--- src/rtl/combo_lock_pkg.sv ---
package combo_lock_pkg;

  // Control terms applied to the state flops at a clock edge.
  typedef struct packed {
    logic preset;  // load the first-code state
    logic clear;   // force the all-zero error pattern
  } lock_ctl_t;

  // State pattern with only the first select bit set.
  function automatic logic [31:0] first_state_pattern();
    return 32'd1;
  endfunction

endpackage

--- src/rtl/combo_lock_next.sv ---
module combo_lock_next #(
  parameter int unsigned NUM_CODES = 3
) (
  input  logic [NUM_CODES:0] state_q,
  input  logic               new_val,
  input  logic               match,
  output logic [NUM_CODES:0] state_d
);
  localparam int unsigned SW = NUM_CODES + 1;

  logic step;
  assign step = new_val & match;

  for (genvar i = 0; i < SW; i++) begin : g_bit
    if (i == 0) begin : g_first
      // The first-code state holds until a value arrives.
      assign state_d[i] = state_q[i] & ~new_val;
    end else if (i == SW - 1) begin : g_open
      // The open bit is entered from the last code and then stays set.
      assign state_d[i] = (state_q[i-1] & step) | state_q[i];
    end else begin : g_mid
      assign state_d[i] = (state_q[i-1] & step) | (state_q[i] & ~new_val);
    end
  end

endmodule

--- src/rtl/combo_lock_guard.sv ---
module combo_lock_guard
  import combo_lock_pkg::*;
#(
  parameter int unsigned SW = 4
) (
  input  logic          start,
  input  logic          new_val,
  input  logic          match,
  input  logic [SW-1:0] state_q,
  output lock_ctl_t     ctl
);
  logic bad_entry;
  logic in_error;

  assign bad_entry = new_val & ~match;
  assign in_error  = ~|state_q;

  // Start wins; otherwise a mismatch or an existing error keeps the bits clear.
  assign ctl.preset = start;
  assign ctl.clear  = ~start & (bad_entry | in_error);

endmodule

--- src/rtl/combo_lock_statereg.sv ---
module combo_lock_statereg
  import combo_lock_pkg::*;
#(
  parameter int unsigned SW = 4
) (
  input  logic          clk,
  input  logic          rst_n,
  input  lock_ctl_t     ctl,
  input  logic [SW-1:0] state_d,
  output logic [SW-1:0] state_q
);
  localparam logic [31:0] FIRST = first_state_pattern();

  for (genvar i = 0; i < SW; i++) begin : g_ff
    localparam logic PRESET_VAL = FIRST[i];
    always_ff @(posedge clk or negedge rst_n) begin
      if (!rst_n) begin
        state_q[i] <= 1'b0;
      end else if (ctl.preset) begin
        state_q[i] <= PRESET_VAL;
      end else if (ctl.clear) begin
        state_q[i] <= 1'b0;
      end else begin
        state_q[i] <= state_d[i];
      end
    end
  end

endmodule

--- src/rtl/combo_lock_ctrl.sv ---
module combo_lock_ctrl
  import combo_lock_pkg::*;
#(
  parameter int unsigned NUM_CODES = 3
) (
  input  logic                 clk,
  input  logic                 rst_n,
  input  logic                 start,
  input  logic                 new_val,
  input  logic                 match,
  output logic [NUM_CODES-1:0] code_sel,
  output logic                 lock_open
);
  localparam int unsigned SW = NUM_CODES + 1;

  logic [SW-1:0] state_q;
  logic [SW-1:0] state_d;
  lock_ctl_t     ctl;

  combo_lock_next #(.NUM_CODES(NUM_CODES)) u_next (
    .state_q (state_q),
    .new_val (new_val),
    .match   (match),
    .state_d (state_d)
  );

  combo_lock_guard #(.SW(SW)) u_guard (
    .start   (start),
    .new_val (new_val),
    .match   (match),
    .state_q (state_q),
    .ctl     (ctl)
  );

  combo_lock_statereg #(.SW(SW)) u_reg (
    .clk     (clk),
    .rst_n   (rst_n),
    .ctl     (ctl),
    .state_d (state_d),
    .state_q (state_q)
  );

  // Output encoding: the flops are the outputs.
  assign code_sel  = state_q[NUM_CODES-1:0];
  assign lock_open = state_q[NUM_CODES];

endmodule

--- config.mk ---
export PLATFORM = sky130hd
export DESIGN_NAME = combo_lock_ctrl
export DESIGN_NICKNAME = d
export VERILOG_FILES = /design/src/rtl/combo_lock_pkg.sv /design/src/rtl/combo_lock_next.sv /design/src/rtl/combo_lock_guard.sv /design/src/rtl/combo_lock_statereg.sv /design/src/rtl/combo_lock_ctrl.sv
export SDC_FILE = /design/constraint.sdc
export NUM_CORES = 1
export LEC_CHECK = 0
export BUFFER_PORTS_ARGS = -buffer_cell sky130_fd_sc_hd__buf_2
export CELL_PAD_IN_SITES_DETAIL_PLACEMENT = 0
export CELL_PAD_IN_SITES_GLOBAL_PLACEMENT = 1
export CORE_AREA = 2 2 39 41
export CTS_CLUSTER_DIAMETER = 50
export DETAILED_ROUTE_END_ITERATION = 8
export DIE_AREA = 0 0 41 43
export PLACE_DENSITY = 0.38
export SLEW_MARGIN = 30
export SYNTH_ARGS = -nofsm -noshare
export SYNTH_HDL_FRONTEND = slang
export SYNTH_SLANG_ARGS = --single-unit
--- constraint.sdc ---
create_clock -name clk -period 0.9 [get_ports clk]
set_input_delay 0.045 -clock clk [delete_from_list [all_inputs] [get_ports clk]]
set_output_delay 0.045 -clock clk [all_outputs]
set_load 0.01 [all_outputs]
# Yosys cells after proc, flatten, opt, wreduce, memory -nomap -nowiden
# Cells that the tools add are included.
# op_classes
n_bitwise,16
mux,8
magnitude_cmp,0
reduce_logical,2
n_div,0
multipliers,0
add_sub_neg,0
eq_ne,0
shifts,0
# ops
cell,n
$and A1 B1 Y1,9
$mux W1,8
$or A1 B1 Y1,4
$reduce_or A4 Y1,1
$not A1 Y1,3
$logic_not A1 Y1,1
# totals
mem_bits_ro,0
wordCells,30
input_bits,5
regBits,4
output_inout_bits,4
ram_bits,0
mem_count,0
latchBits,0

# Longest topological paths before layout
# Gate-level depths: netlist of run 1.
# logic_depth
word_depth,6
depth_mapped,2
mapped_depth_nobuf,2

# By module
# A second synthesis of run 1 with hierarchy kept.
# unflattened
hier_cells,22
hier_area_um2,205.2
# modules_own_cells
module,instances,cells_per_inst,area_per_inst_um2
combo_lock_statereg,1,10,136.4
combo_lock_next,1,8,42.5
combo_lock_guard,1,4,26.3

# Worst setup path after synthesis of run 1
# No wires, ideal clock.
# synth_path
path_kind,flip-flop to flip-flop
startpoint,reg u_reg.state_q[2]
endpoint,reg u_reg.state_q[3]
arrival_time_ps,602
required_ps,780
n_path_buf,0
path_stages_with_launch,3
setup_time_ps,120
path_slack_ps,178
cell_sequence,dfrtp_1 -> a21oi_1 -> nor3_2
# synth_between
elab_chain_len,6
word_cells_on_any_way,8
# synth_lines
element,line,source
"start, declared",combo_lock_statereg.sv:10,output logic [SW-1:0] state_q
"start signal, assigned by index",combo_lock_statereg.sv:24,state_q[i] <= state_d[i];
$reduce_or A4 Y1,combo_lock_guard.sv:16,assign in_error = ~|state_q;
$logic_not A1 Y1,combo_lock_guard.sv:16,
$or A1 B1 Y1,combo_lock_guard.sv:20,assign ctl.clear = ~start & (bad_entry | in_error);
$and A1 B1 Y1,combo_lock_guard.sv:20,
$mux W1 (*),combo_lock_statereg.sv:21,end else if (ctl.clear) begin
$mux W1 (*),combo_lock_statereg.sv:19,end else if (ctl.preset) begin
# Every way passes the cells marked *; elsewhere a longest branch is shown, timed or not.

# Worst setup path after layout of run 1
# layout_path
startpoint,reg u_reg.state_q[0]
endpoint,out code_sel[0]
# layout_lines
element,line,source
"end, declared",combo_lock_ctrl.sv:11,"output logic [NUM_CODES-1:0] code_sel,"
# No word-level cell between the ends.

==> flow_summary.yaml, run 1 <==
outcome:
  run_status: "finished clean"
logic_synthesis:
  synth_cells: 15
  ys_seq_elements: 4
  netlist_area_um2: 165
  yosysUniqueCellTypes: 8
  postSynthAreaPerCell_um2: 11.0
  yosysSeqAreaShare_pct: 60.6
  ys_warn_count: 0
  synth_nets: 20
cells_and_area:
  fin_nets: 34
  largest_reg_flops: 4
  nFillCells: 160
  area_delta_synth_final_pct: 56.1
  final_util_pct: 18.6
  n_antenna_cell: 0
  final_cell_mix: "buf_2 (8), dfrtp_1 (4), a21oi_1 (3), clkbuf_4 (3)"
  largest_register: "u_reg.state_q"
  largest_registers: "u_reg.state_q x4"
  mostFrequentLayoutCell: "buf_2"
  drive_gt1_share_pct: 44.4
clock_tree:
  postCtsResizedCells: 0
  cts_tree: "done"
  clkLatencyLatePin_ns: 0.23
  cts_max_level: 1
  post-cts-setup-buffer-count: 0
  clockBufferDepth: 2
  cts_made_buffers: 3
  path_clk_slew_ns: 0.04
  cts_num_sinks: 4
  root_buffer: "clkbuf_4"
setup_path:
  cp.required_ns: 0.85
  r2r_start: "u_reg.state_q[2]"
  reg2reg_depth: 2
  critPathArrivalTime_ns: 0.76
  crit_path_end: "code_sel[0]"
  cpLargestDelayFamily: "flip-flops"
  r2r_slack_ns: 0.20
  timing.critical_path.from: "u_reg.state_q[0]"
  regToRegEndpoint: "u_reg.state_q[3]"
  path_cells: "buf_2"
  crit_buf_inv: 1
  cp.depth: 1
  cp_slowest_cell: "dfrtp_1"
  cp-start-kind: "register"
  worstSetupPathType: "register to primary output"
  crit_path_max_incr_delay_ns: 0.39
  end_kind: "primary output"
  worstPathMaxFanout: 3
timing:
  hold_viol_final: 0
  setup_viol: 0
  post-route-period-util_pct: 89.9
  period_minus_slack_ns: 0.809
  fin_tns_setup_ns: 0
  drv_slew: 0
  slew_headroom_pct: 90.1
  fmax_mhz: 1240
  rsz0062_at_grt: "false"
  fin_skew_ns: 0.00232
  max_slew.worst_pin.slew_ns: 0.148
global_routing:
  antenna_found_initial: 0
  grt_pass1_wl_um: 572
  grt_max_degree: 8
  grt_use_total_pct: 5.64
  grt_overflow: 0
  grt_pass1_vias: 146
placed_design:
  place.gp.congestion: 0.622
  io_buffer_count: 8
hold_path:
  hp-class: "input port to register"
route:
  dr.max_layer_used: "met3"
  met3_length_um: 69
  drc: 0
  route.met2.wl_um: 127
  wl_um: 379
  dr.pass1.iters: 2
  wl_met1_um: 182
  num_vias: 152
  ant_nets: 0
  wire_per_inst_um: 8.81
  drt-initial-drc-count: 1
  vias_per_cell: 3.53
floorplanning:
  boundaryPins: 9
  fp.dieW_um: 41
  fp-row-count: 14
  die-area_mm2: 0.00176
  die_y_um: 43
  start_util_pct: 11.9
  coreArea_mm2: 0.00138
power:
  p_leak_nw: 0.129
  powerDensity_mw_per_mm2: 1770
  ir_drop_mv: 0.763
run:
  drv_cap: 0
==> cells in the mapped netlist <==
| library cell | instances | area (um^2) |
|---|---|---|
| nand3_1 | 2 | 10.0 |
| nor3_2 | 1 | 10.0 |
| a21oi_1 | 3 | 15.0 |
| nor2b_1 | 1 | 6.26 |
| inv_1 | 1 | 3.75 |
| nand2b_1 | 2 | 12.5 |
| a21o_1 | 1 | 7.51 |
| dfrtp_1 | 4 | 100 |
==> cells by family after synthesis <==
kind of cell / count (synthesis) / share of synthesized area (%)
AOI/OAI and AO/OA: 4 / 13.6
DFF: 4 / 60.6
buffers and inverters: 1 / 2.27
and+or+nand+nor: 6 / 23.5
==> what timing repair did <==
action	in CTS	in global routing
endpoints found under the hold margin	4	0
hold buffers	1	0
endpoints found under the setup margin	0	0
==> where the power goes <==
part	internal, W	total, W	switching (W)
sequential	0.000187	0.000191	0.00000429
clock	0.000149	0.000223	0.0000741
combinational	0.0000202	0.0000417	0.0000215
total	0.000356	0.000456	0.0000999
==> per-stage QoR <==
step	cell area [um^2]	instances	hold WS, ns	setup WS, ns	total power (W)
after floorplan	165	15	-0.251	0.178	0.000207
after global placement	225	39	-0.144	0.204	0.000232
after detailed placement	225	39	-0.138	0.192	0.000233
after CTS	258	43	0.0166	0.0804	0.000468
after global routing	258	43	0.0188	0.0436	0.000489
final	258	43	0.0200	0.0907	0.000456
==> worst min path at each step <==
stage	from	to	slack, ns	cells after the start
CTS	start	u_reg.state_q[2]	0.02	2
floorplan	rst_n	u_reg.state_q[0]	-0.25	0
detailed placement	rst_n	u_reg.state_q[3]	-0.14	1
finish	start	u_reg.state_q[2]	0.02	2
global placement	rst_n	u_reg.state_q[3]	-0.14	1
global route	start	u_reg.state_q[1]	0.02	2
==> layer usage <==
| metal | vias up | GRT usage [%] |
|---|---|---|
| li1 | 75 | - |
| met1 | 65 | 6.82 |
| met2 | 12 | 5.31 |
| met3 | 0 | 7.85 |
| met4 | 0 | 2.00 |
| met5 | - | 0 |
==> cell type report <==
type	count	area [um^2]	share of cell area [%]
clock buffer	3	22.5	8.74
inverter	1	3.75	1.46
multi-input combinational	10	61.3	23.8
sequential	4	100	38.8
tap	16	20.0	7.77
timing repair buffer	9	50.0	19.4
Note: power is estimated with default switching activity, not from simulation.
==> run 2, diff against run 1 <==
BUFFER_PORTS_ARGS = -buffer_cell sky130_fd_sc_hd__buf_4   (was -buffer_cell sky130_fd_sc_hd__buf_2)
==> run 2 against run 1 <==
  * Clock skew fell by 0.0021 ns
  * Final cell count rose by 2.3%
  * Routed wire length rose by 2.9%
  * Largest power group unchanged
  * Highest routed layer unchanged
==> flow_summary.yaml, run 2 (synthesis results as in run 1) <==
clock_tree:
  cts_num_sinks: 4
  path_clk_slew_ns: 0.04
  cts_made_buffers: 3
  cts_max_level: 1
  cts_tree: "done"
  post-cts-setup-buffer-count: 0
  clkLatencyLatePin_ns: 0.23
  root_buffer: "clkbuf_4"
  clockBufferDepth: 2
global_routing:
  antenna_found_initial: 0
  grt_pass1_vias: 160
  grt_max_degree: 8
  grt_overflow: 0
  grt_use_total_pct: 6.24
  grt_pass1_wl_um: 676
setup_path:
  reg2reg_depth: 2
  crit_path_max_incr_delay_ns: 0.39
  cp.required_ns: 0.85
  end_kind: "primary output"
  critPathArrivalTime_ns: 0.77
  worstPathMaxFanout: 3
  cp-start-kind: "register"
  crit_buf_inv: 1
  cpLargestDelayFamily: "flip-flops"
  r2r_slack_ns: 0.17
  cp_slowest_cell: "dfrtp_1"
  r2r_start: "u_reg.state_q[2]"
  path_cells: "buf_4"
  timing.critical_path.from: "u_reg.state_q[0]"
  worstSetupPathType: "register to primary output"
  regToRegEndpoint: "u_reg.state_q[3]"
timing:
  fmax_mhz: 1220
  drv_slew: 0
  fin_tns_setup_ns: 0
  rsz0062_at_grt: "false"
  fin_skew_ns: 0.000168
  hold_viol_final: 0
  slew_headroom_pct: 88.3
  setup_viol: 0
  period_minus_slack_ns: 0.819
  max_slew.worst_pin.slew_ns: 0.176
  post-route-period-util_pct: 91.0
cells_and_area:
  largest_register: "u_reg.state_q"
  area_delta_synth_final_pct: 74.2
  largest_reg_flops: 4
  largest_registers: "u_reg.state_q x4"
  mostFrequentLayoutCell: "buf_4"
  n_antenna_cell: 0
  final_cell_mix: "buf_4 (8), dfrtp_1 (4), a21oi_1 (3), clkbuf_4 (3)"
  drive_gt1_share_pct: 42.9
  fin_nets: 35
route:
  vias_per_cell: 3.61
  wl_um: 390
  drc: 0
  num_vias: 159
  dr.pass1.iters: 2
  drt-initial-drc-count: 2
  wire_per_inst_um: 8.86
  ant_nets: 0
placed_design:
  place.gp.congestion: 0.580
  io_buffer_count: 8
power:
  total_power_w: 0.000467
  ir_drop_mv: 0.918
  powerDensity_mw_per_mm2: 1620
  p_leak_nw: 0.138
floorplanning:
  coreArea_mm2: 0.00138
  fp.dieW_um: 41
  die-area_mm2: 0.00176
  boundaryPins: 9
  fp-row-count: 14
  start_util_pct: 11.9
  die_y_um: 43
hold_path:
  holdPathEnd: "u_reg.state_q[1]"
  holdCritStartpoint: "match"
  holdPathStages: 3
  hp-class: "input port to register"
run:
  drv_cap: 0
outcome:
  run_status: "finished clean"
## run 2: area by class of cell
cell class                      count  area, um^2
Inverter                            1        3.75
Timing Repair Buffer               10        80.1
Sequential cell                     4         100
Clock buffer                        3        22.5
Fill cell                         153        1100
Tap cell                           16        20.0
Multi-Input combinational cell     10        61.3
## run 2: through the flow
stage          std cells  utilization, %  cell area, um^2  setup slack, ns  hold WS (ns)
2_1_floorplan         15               -              165            0.178        -0.251
3_3_place_gp          39            17.7              245            0.199        -0.155
3_5_place_dp          39            17.7              245            0.176        -0.153
4_1_cts               44            20.8              288           0.0673        0.0880
5_1_grt               44            20.8              288           0.0414        0.0923
6_report              44            20.8              288           0.0811        0.0954
## run 2: repair_timing
action	in CTS	in global routing
gates resized for setup	0	0
hold buffers	2	0
endpoints found under the hold margin	7	0
## run 2: per-layer routing
metal  share of wire (%)  wire length, um  global-route usage (%)  up-vias
met2                  35              135                    6.88       13
li1                    -                -                       -       78
met4                   0                0                    2.00        0
met5                   0                0                       0        -
met1                  49              191                    8.09       68
met3                  16               64                    6.28        0
## run 2: worst max-delay path by stage
stage                  endpoint  slack (ns)  depth (start not counted)
6_report            code_sel[0]        0.08                          1
5_1_grt             code_sel[0]        0.04                          1
4_1_cts             code_sel[0]        0.07                          1
3_5_place_dp   u_reg.state_q[3]        0.18                          2
3_3_place_gp   u_reg.state_q[3]        0.20                          2
2_1_floorplan  u_reg.state_q[3]        0.18                          2
## run 2: where the power goes
part	internal, W	switching, W	leakage (nW)
Sequential	0.000187	0.00000469	0.0522
Clock	0.000149	0.0000730	0.0138
Combinational	0.0000312	0.0000223	0.0716
